### src/rtl/i2c_hs_pkg.sv
package i2c_hs_pkg;

   typedef enum logic [2:0] {
      ST_IDLE,   // F/S, no transfer in progress
      ST_FIRST,  // F/S, collecting first byte after START
      ST_OTHER,  // F/S, ordinary transfer, bytes ignored
      ST_ARMED,  // preamble accepted, waiting for repeated START
      ST_HS      // High-speed mode
   } hs_state_t;

endpackage

### src/rtl/i2c_hs_sync.sv
module i2c_hs_sync #(
   parameter int STAGES = 2,
   parameter int W      = 2
) (
   input  logic         clk,
   input  logic         rst,
   input  logic [W-1:0] d,
   output logic [W-1:0] q
);

   logic [STAGES-1:0][W-1:0] pipe;

   generate
      if (STAGES < 2) begin : g_bad_stages
         $error("i2c_hs_sync: STAGES must be at least 2");
      end
   endgenerate

   always_ff @(posedge clk) begin
      if (rst) pipe <= '1;          // idle bus is high
      else     pipe <= {pipe[STAGES-2:0], d};
   end

   assign q = pipe[STAGES-1];

endmodule

### src/rtl/i2c_hs_cond.sv
module i2c_hs_cond (
   input  logic clk,
   input  logic rst,
   input  logic scl,
   input  logic sda,
   output logic start_c,
   output logic stop_c,
   output logic scl_rise
);

   logic scl_q, sda_q;

   always_ff @(posedge clk) begin
      if (rst) begin
         scl_q <= 1'b1;
         sda_q <= 1'b1;
      end else begin
         scl_q <= scl;
         sda_q <= sda;
      end
   end

   // SDA edge while SCL stays high marks bus conditions
   assign start_c  = scl & scl_q &  sda_q & ~sda;
   assign stop_c   = scl & scl_q & ~sda_q &  sda;
   assign scl_rise = scl & ~scl_q;

endmodule

### src/rtl/i2c_hs_byte.sv
module i2c_hs_byte #(
   parameter int DATA_W = 8
) (
   input  logic              clk,
   input  logic              rst,
   input  logic              start_c,
   input  logic              stop_c,
   input  logic              scl_rise,
   input  logic              sda,
   output logic              byte_done,
   output logic [DATA_W-1:0] byte_val,
   output logic              ninth_bit
);

   localparam int CNT_W = $clog2(DATA_W + 1);
   localparam logic [CNT_W-1:0] LAST = CNT_W'(DATA_W);

   logic [CNT_W-1:0]  cnt;
   logic [DATA_W-1:0] shreg;

   generate
      if (DATA_W < 2) begin : g_bad_width
         $error("i2c_hs_byte: DATA_W must be at least 2");
      end
   endgenerate

   always_ff @(posedge clk) begin
      if (rst) begin
         cnt   <= '0;
         shreg <= '0;
      end else if (start_c || stop_c) begin
         cnt <= '0;
      end else if (scl_rise) begin
         if (cnt == LAST) begin
            cnt <= '0;
         end else begin
            shreg <= {shreg[DATA_W-2:0], sda};
            cnt   <= cnt + 1'b1;
         end
      end
   end

   assign byte_done = scl_rise && !start_c && !stop_c && (cnt == LAST);
   assign byte_val  = shreg;
   assign ninth_bit = sda;

endmodule

### src/rtl/i2c_hs_fsm.sv
module i2c_hs_fsm
   import i2c_hs_pkg::*;
#(
   parameter int DATA_W = 8,
   parameter int ID_W   = 3,
   parameter logic [DATA_W-ID_W-1:0] CODE_PREFIX = '0
) (
   input  logic              clk,
   input  logic              rst,
   input  logic              start_c,
   input  logic              stop_c,
   input  logic              byte_done,
   input  logic [DATA_W-1:0] byte_val,
   input  logic              ninth_bit,
   output logic              hs_mode,
   output logic              mcode_valid,
   output logic [ID_W-1:0]   master_id,
   output logic              hs_enter,
   output logic              hs_exit
);

   localparam int PFX_W = DATA_W - ID_W;

   hs_state_t state;
   logic      code_hit;

   assign code_hit = (byte_val[DATA_W-1 -: PFX_W] == CODE_PREFIX) && ninth_bit;

   always_ff @(posedge clk) begin
      if (rst) begin
         state       <= ST_IDLE;
         mcode_valid <= 1'b0;
         hs_enter    <= 1'b0;
         hs_exit     <= 1'b0;
         master_id   <= '0;
      end else begin
         mcode_valid <= 1'b0;
         hs_enter    <= 1'b0;
         hs_exit     <= 1'b0;
         if (stop_c) begin
            if (state == ST_HS) hs_exit <= 1'b1;
            state <= ST_IDLE;
         end else if (start_c) begin
            case (state)
               ST_HS:    state <= ST_HS;
               ST_ARMED: begin
                  state    <= ST_HS;
                  hs_enter <= 1'b1;
               end
               default:  state <= ST_FIRST;
            endcase
         end else if (byte_done && state == ST_FIRST) begin
            if (code_hit) begin
               state       <= ST_ARMED;
               mcode_valid <= 1'b1;
               master_id   <= byte_val[ID_W-1:0];
            end else begin
               state <= ST_OTHER;
            end
         end
      end
   end

   assign hs_mode = (state == ST_HS);

endmodule

### src/rtl/i2c_hs_tracker.sv
module i2c_hs_tracker #(
   parameter int SYNC_STAGES = 2,
   parameter int DATA_W      = 8,
   parameter int ID_W        = 3,
   parameter logic [DATA_W-ID_W-1:0] CODE_PREFIX = 5'b00001
) (
   input  logic            clk,
   input  logic            rst,
   input  logic            scl_in,
   input  logic            sda_in,
   output logic            hs_mode,
   output logic            mcode_valid,
   output logic [ID_W-1:0] master_id,
   output logic            hs_enter,
   output logic            hs_exit
);

   logic [1:0]        bus_s;
   logic              scl_s, sda_s;
   logic              start_c, stop_c, scl_rise;
   logic              byte_done, ninth_bit;
   logic [DATA_W-1:0] byte_val;

   generate
      if (ID_W < 1 || ID_W >= DATA_W) begin : g_bad_id
         $error("i2c_hs_tracker: ID_W must be in 1..DATA_W-1");
      end
   endgenerate

   i2c_hs_sync #(.STAGES(SYNC_STAGES), .W(2)) u_sync (
      .clk (clk),
      .rst (rst),
      .d   ({scl_in, sda_in}),
      .q   (bus_s)
   );

   assign scl_s = bus_s[1];
   assign sda_s = bus_s[0];

   i2c_hs_cond u_cond (
      .clk      (clk),
      .rst      (rst),
      .scl      (scl_s),
      .sda      (sda_s),
      .start_c  (start_c),
      .stop_c   (stop_c),
      .scl_rise (scl_rise)
   );

   i2c_hs_byte #(.DATA_W(DATA_W)) u_byte (
      .clk       (clk),
      .rst       (rst),
      .start_c   (start_c),
      .stop_c    (stop_c),
      .scl_rise  (scl_rise),
      .sda       (sda_s),
      .byte_done (byte_done),
      .byte_val  (byte_val),
      .ninth_bit (ninth_bit)
   );

   i2c_hs_fsm #(.DATA_W(DATA_W), .ID_W(ID_W), .CODE_PREFIX(CODE_PREFIX)) u_fsm (
      .clk         (clk),
      .rst         (rst),
      .start_c     (start_c),
      .stop_c      (stop_c),
      .byte_done   (byte_done),
      .byte_val    (byte_val),
      .ninth_bit   (ninth_bit),
      .hs_mode     (hs_mode),
      .mcode_valid (mcode_valid),
      .master_id   (master_id),
      .hs_enter    (hs_enter),
      .hs_exit     (hs_exit)
   );

endmodule

### config.mk
export PLATFORM = sky130hd
export DESIGN_NAME = i2c_hs_tracker
export DESIGN_NICKNAME = d
export VERILOG_FILES = /design/src/rtl/i2c_hs_pkg.sv /design/src/rtl/i2c_hs_sync.sv /design/src/rtl/i2c_hs_cond.sv /design/src/rtl/i2c_hs_byte.sv /design/src/rtl/i2c_hs_fsm.sv /design/src/rtl/i2c_hs_tracker.sv
export SDC_FILE = /design/constraint.sdc
export NUM_CORES = 1
export LEC_CHECK = 0
export ABC_AREA = 1
export CORE_MARGIN = 1
export CORE_UTILIZATION = 45
export CTS_CLUSTER_SIZE = 10
export DETAILED_ROUTE_END_ITERATION = 12
export DONT_BUFFER_PORTS = 1
export GPL_TIMING_DRIVEN = 0
export SLEW_MARGIN = 20
export SYNTH_ARGS = -nofsm -noshare
export SYNTH_HDL_FRONTEND = slang
export SYNTH_HIERARCHICAL = 1
export SYNTH_SLANG_ARGS = --single-unit
### constraint.sdc
create_clock -name clk -period 1.75 [get_ports clk]
set_clock_uncertainty 0.1 [all_clocks]
set_input_delay 0.35 -clock clk [delete_from_list [all_inputs] [get_ports clk]]
set_output_delay 0.35 -clock clk [all_outputs]
set_load 0.05 [all_outputs]
==> impl_results.md, run 1 <==
- Status: complete, no violations
- Residual DRC count: 0
- Multi-input gate area: 649 µm²
- CTS tree: yes
- Final hold violation count: 0
- Final nets: approximately 220
- GPL Wtd Cong: 0.789
- Final instance area: around 1600 µm²
- Least-Margin Pin Slew: roughly 510 ps
- Share of cells above drive strength 1: 21.6%
- Final WL: between 2 and 3 mm
- Metal-1 WL: 1.09 mm
- WL/cell: ~10 µm
- Max stage delay on crit path: 400 ps
- Hold WS: 18.4 ps
- Crit start category: flip-flop
- CTS Buf Count: 3
- Layout area overhead: 21.8%
- FF+latch area: between 500 and 600 µm²
- DRT Pass-1 Iters: 4
- FILL cells: approximately 260
- RSZ-0062 raised after global routing: yes
- First-pass GRT wire length: roughly 4.3 mm
- Post-synth cell types: 20
- Hold/Removal Path Class: input pin to flip-flop
- DRT iter0 DRCs: between 40 and 50
- Critical Path End Type: primary output
- Initial Util: approximately 47%
- Pleak: roughly 0.67 nW
- DR vias/cell: 4.64
- CP max FO: 4
- Boundary Pins: 11
- Core area: between 2000 and 3000 µm²
- Diode count: 0
- Cell Rows: 19
- Largest cells by area after synthesis: dfxtp_1 42%, nand2_1 13%, inv_1 12%, nor2_1 11%, nand3_1 4.7%
- Setup-failing EPs final: 0
- Vias in the first global route: approximately 1100
- Fin util: between 50 and 60%
- CP max-delay cell: dfxtp_2
- Final Cycle Share: a little over nine tenths
- Top delay family on crit path: flip-flops
- Largest net degree at the start of global routing: 16
- Final HPWL DP: roughly 1.7 mm
- Total grt overflow: 0
- CP Cell Sequence: nor2_1 -> nand2_1 -> clkinvlp_4
- Maxcap violations: 0
- PwrDens: between 600 and 700 nW/µm²
- Root buf cell: clkbuf_4
- Register area share after synthesis: 42.0%
- Syn Inst Count: about 190
- Syn_nets: 197
- Max clock buf depth: 2
- #FFs+latches synth: 27
- Final min period: between 1500 and 2000 ps
- Die Span Y: 55.5 µm
- Die ar.: around 3100 µm²
- Clock transition at path regs: 140 ps
- Relative slew slack: approximately two thirds
- GRT Util Overall: 17.2%
- Routed wl met3: between 40 and 50 µm
- Largest area contributor in the netlist: dfxtp_1
- Initial antenna violation count: 0
- Die width: 55.5 µm
- Fin. max-slew vios: 0
- Yosys warns: 6
- Post-synthesis cell area: approximately 1300 µm²
- Req. time, crit path: ~1300 ps
- Vias: ~1100
- Peak supply drop: ~0.00052 V
- CP bufs+invs: 1
- Crit path DAT: roughly 1200 ps
- Kind of critical path: flip-flop to primary output
- # clock sinks: 27
- Highest Signal Layer: met4
- Antenna violation net count after detailed routing: 0
- Area after DPL: ~1300 µm²
- Clk_lat worst skew: around 330 ps
- Avg Synthesized Cell Area: 6.73 µm²
- Yosys top cell area share: around 42%
- Max Clk Rate: a little under 600 MHz
- PortBufs: 0
- DR WL met2: ~1.3 mm
- CTS H-tree depth: 1
[metrics by stage]
| stage | cells | worst slack, ps | setup TNS (ps) | power [mW] |
|---|---|---|---|---|
| finish | 239 | 71.6 | 0 | 0.999 |
| global route | 239 | -47.3 | -94.0 | 1.05 |
| CTS | 231 | 6.98 | 0 | 1.01 |
| detailed placement | 222 | -113 | -418 | 0.723 |
| global placement | 222 | -47.6 | -171 | 0.721 |
| floorplan | 191 | 137 | 0 | 0.709 |
[cell families after synthesis]
group | synth area share, %
AND/OR/NAND/NOR | 37.3
buffers and inverters | 14.6
flip-flops | 42.0
AO/OA/AOI/OAI | 3.50
adder cells (fa/ha/maj) | 1.95
XOR/XNOR | 0.681
[state kept, by name (all words and copies together) (netlist names)]
signal,count
u_fsm/hs_exit,1
u_sync/pipe,2
u_byte/cnt,4
u_fsm/hs_enter,1
u_fsm/state,3
u_byte/byte_val,8
u_fsm/master_id,3
u_cond/sda_q,1
u_cond/scl_q,1
u_sync/q,2
u_fsm/mcode_valid,1
[Yosys cell counts (all sizes together)]
master,number
nand3,15
nand4,3
o21bai,2
dfxtp,27
buf,3
inv,43
nor2,42
nor3,2
clkinv,1
xor2,1
nand2,44
o21ai,3
ha,2
a21oi,3
[layer usage]
metal	global-route usage [%]	up-vias
met5	0	-
met1	20.4	489
li1	-	601
met3	2.11	8
met4	6.43	0
met2	31.5	12
[cells in the final DEF (no fill, tap or decap), drive strengths merged]
cell type    netlist  routed
nand2             44      44
inv               43      42
nor2              42      42
dfxtp             27      27
nand3             15      15
buf                3      13
clkbuf             0       3
a21oi              3       3
nand4              3       3
dlygate4sd3        0       3
o21ai              3       3
o21bai             2       2
nor3               2       2
clkinv             1       2
ha                 2       2
xor2               1       1
clkinvlp           0       1
[repair_timing]
item	CTS	global route
endpoints found under the setup margin	7	8
pin swaps	7	11
resized for setup	13	17
setup buffers	3	9
hold buffers	2	1
endpoints found under the hold margin	2	1
[worst paths after layout]
| kind | start | endpoint | slack [ps] | cells past startpoint |
|---|---|---|---|---|
| setup / recovery | u_fsm/state[0]$_SDFFE_PP0P_ | hs_mode | 70 | 3 |
| hold / removal | rst | u_cond/sda_q$_SDFF_PP1_ | 20 | 2 |
| setup reg to reg | u_cond/scl_q$_SDFF_PP1_ | u_fsm/master_id[2]$_SDFFE_PP0P_ | 100 | 11 |
| hold reg to reg | u_sync/pipe[0]$_SDFF_PP1_ | u_sync/q[0]$_SDFF_PP1_ | 320 | 2 |
[area by class of cell]
class / instances / share of cell area, %
plain buffers: 1 / 0.479
clock buffers: 3 / 1.44
clock inverters: 1 / 0.319
inverters: 44 / 10.8
multi-input cells: 117 / 41.5
flip-flops and latches: 27 / 35.1
well taps: 31 / 2.48
repair buffers: 15 / 7.91
[power breakdown]
group	leakage (nW)	internal, mW	switching [mW]
Combinational	0.430	0.0399	0.0572
Clock	0.0177	0.0859	0.181
Sequential	0.220	0.625	0.00937
(Power assumes the default switching activity.)
==> run 2: changes to the inputs <==
- CORE_UTILIZATION: 45 -> 30
==> run 2 against run 1 <==
Against the previous run: via count shrank 4.8%; largest power group unchanged; sequential power is essentially flat; wire length shrank 9.4%; final cell count grew 5.9%; critical path depth is the same; largest cell class unchanged.
==> impl_results.md, run 2 (same netlist as run 1, synthesis figures left out) <==
- Status: complete, no violations
- GRT Util Overall: a little under an eighth
- Kind of critical path: flip-flop to primary output
- Worst min-delay path startpoint: sda_in
- Internal: roughly 820 µW
- Final HPWL DP: approximately 1.6 mm
- FILL cells: between 400 and 500
- DR vias/cell: between 4 and 5
- Vias in the first global route: 960
- R2R depth: 13
- Worst R2R End: u_fsm/master_id[0]$_SDFFE_PP0P_
- Critical Path End Type: primary output
- Worst Hold Depth: 2
- Final nets: 210
- Crit path DAT: ~1200 ps
- Hold/Removal Path Class: input pin to flip-flop
- Multi-input gate area: 622 µm²
- Antenna violation net count after detailed routing: 0
- Relative slew slack: between 60% and 70%
- Total grt overflow: 0
- CTS H-tree depth: 1
- Fin. max-slew vios: 0
- CP max FO: 5
- Max Clk Rate: roughly 600 MHz
- Largest net degree at the start of global routing: 15
- Initial Util: a little under a third
- Share of cells above drive strength 1: between 10% and 20%
- Maxcap violations: 0
- Boundary Pins: 11
- Residual DRC count: 0
- Comb pwr share: slightly above 8%
- CP max-delay cell: dfxtp_1
- Max stage delay on crit path: around 380 ps
- CP Cell Sequence: nor2_1 -> nand2_1 -> inv_1
- Final min period: ~1700 ps
- Clock power frac: roughly a third
- Die ar.: between 4000 and 5000 µm²
- Final worst slack: 88.8 ps
- Die width: about 67 µm
- Pleak: ~0.65 nW
- Final WL: between 2 and 2.5 mm
- Top delay family on crit path: flip-flops
- WL/cell: 8.96 µm
- Root buf cell: clkbuf_8
- Die Span Y: 67.5 µm
- FF-to-FF setup slack: 100 ps
- Peak supply drop: roughly 0.00046 V
- CTS tree: yes
- Reg power frac: between 50% and 60%
- Max clock buf depth: 2
- CTS Buf Count: 3
- Diode count: 0
- Place WS: -115 ps
- Cell Rows: 23
- Core area: just over 4000 µm²
- # clock sinks: 27
- DRT iter0 DRCs: 39
- Commonest non-fill, non-tap cells in the layout: 41 x inv_1, 40 x nand2_1, 32 x nor2_1, 26 x dfxtp_1, 12 x nand3_1
- Crit start category: flip-flop
- Clock transition at path regs: ~90 ps
- Hold endpoint: u_sync/pipe[0]$_SDFF_PP1_
- Most common cell after layout, fill and taps aside: inv_1
- Setup-failing EPs final: 0
- FF+latch area: about 540 µm²
- Hold WS: ~62 ps
- Initial antenna violation count: 0
- PortBufs: 0
- GPL Wtd Cong: 0.726
- Sw power: roughly 250 µW
- DRT Pass-1 Iters: 4
- Max reg flops: 8
- First-pass GRT wire length: roughly 4.0 mm
- Switching share of power: a little under a quarter
- Clk_lat worst skew: 270 ps
- # hold bufs at CTS: 0
- Req. time, crit path: roughly 1300 ps
- Final hold violation count: 0
- Layout area overhead: 18.4%
- Least-Margin Pin Slew: between 500 and 600 ps
- PwrDens: 707 nW/µm²
- Vias: ~1100
- CP bufs+invs: 1
- Worst R2R Start: u_sync/q[0]$_SDFF_PP1_
- Final Cycle Share: a little over nine tenths
==> run 2: cell types whose count changed in the layout (fill, tap and decap cells not counted), moves of 2 or more <==
cell	delta
nand2_1	+2
dfxtp_4	-2
clkbuf_8	+3
dfxtp_1	+3
buf_4	-2
dlygate4sd3_1	-3
clkbuf_4	-3
nand2_2	-2
==> run 2: area by class of cell <==
cell class	count	share of cell area, %
Multi-Input combinational cell	117	40.8
Sequential cell	27	35.6
Buffer	3	1.73
Timing Repair Buffer	8	3.94
Clock buffer	4	2.96
Tap cell	50	4.11
Inverter	44	10.8
==> run 2: metal layers <==
metal | routed length, µm | track usage (%)
met4 | 14 | 3.19
met5 | 0 | 0
met1 | 1160 | 15.4
met2 | 1020 | 17.8
met3 | 76 | 4.05
==> run 2: through the flow <==
stage / total power, mW / cells / instance area [µm²] / setup TNS [ps] / utilization (%)
after floorplan: 0.709 / 191 / 1290 / 0 / -
after global placement: 0.722 / 241 / 1350 / -401 / 33.2
after detailed placement: 0.722 / 241 / 1350 / -467 / 33.2
after CTS: 1.08 / 247 / 1440 / 0 / 35.4
after global routing: 1.13 / 253 / 1520 / -51.5 / 37.5
final: 1.08 / 253 / 1520 / 0 / 37.5
==> run 2: worst max path at each step <==
stage / from / to / slack, ps / cells after the start
after global placement: u_sync/q[1]$_SDFF_PP1_ / u_fsm/state[2]$_SDFFE_PP0P_ / -120 / 10
final: u_fsm/state[1]$_SDFFE_PP0P_ / hs_mode / 90 / 3
after global routing: u_sync/q[0]$_SDFF_PP1_ / u_fsm/master_id[2]$_SDFFE_PP0P_ / -20 / 13
after CTS: u_sync/q[1]$_SDFF_PP1_ / u_fsm/master_id[0]$_SDFFE_PP0P_ / 7 / 12
after floorplan: u_sync/q[1]$_SDFF_PP1_ / u_fsm/state[2]$_SDFFE_PP0P_ / 140 / 10
after detailed placement: u_sync/q[1]$_SDFF_PP1_ / u_fsm/state[2]$_SDFFE_PP0P_ / -120 / 10
==> run 2: power groups by stage <==
stage / registers (mW) / clock network [mW] / logic [mW]
6_report: 0.634 / 0.353 / 0.0896
3_3_place_gp: 0.647 / 0 / 0.0743
4_1_cts: 0.633 / 0.366 / 0.0801
2_1_floorplan: 0.646 / 0 / 0.0630
5_1_grt: 0.636 / 0.389 / 0.103
3_5_place_dp: 0.648 / 0 / 0.0746
==> run 2: timing repair <==
action / CTS / global route
endpoints found under the setup margin: 7 / 6
pin swaps: 5 / 8
resized for setup: 8 / 11
cloned: 0 / 0
buffers inserted: 2 / 6
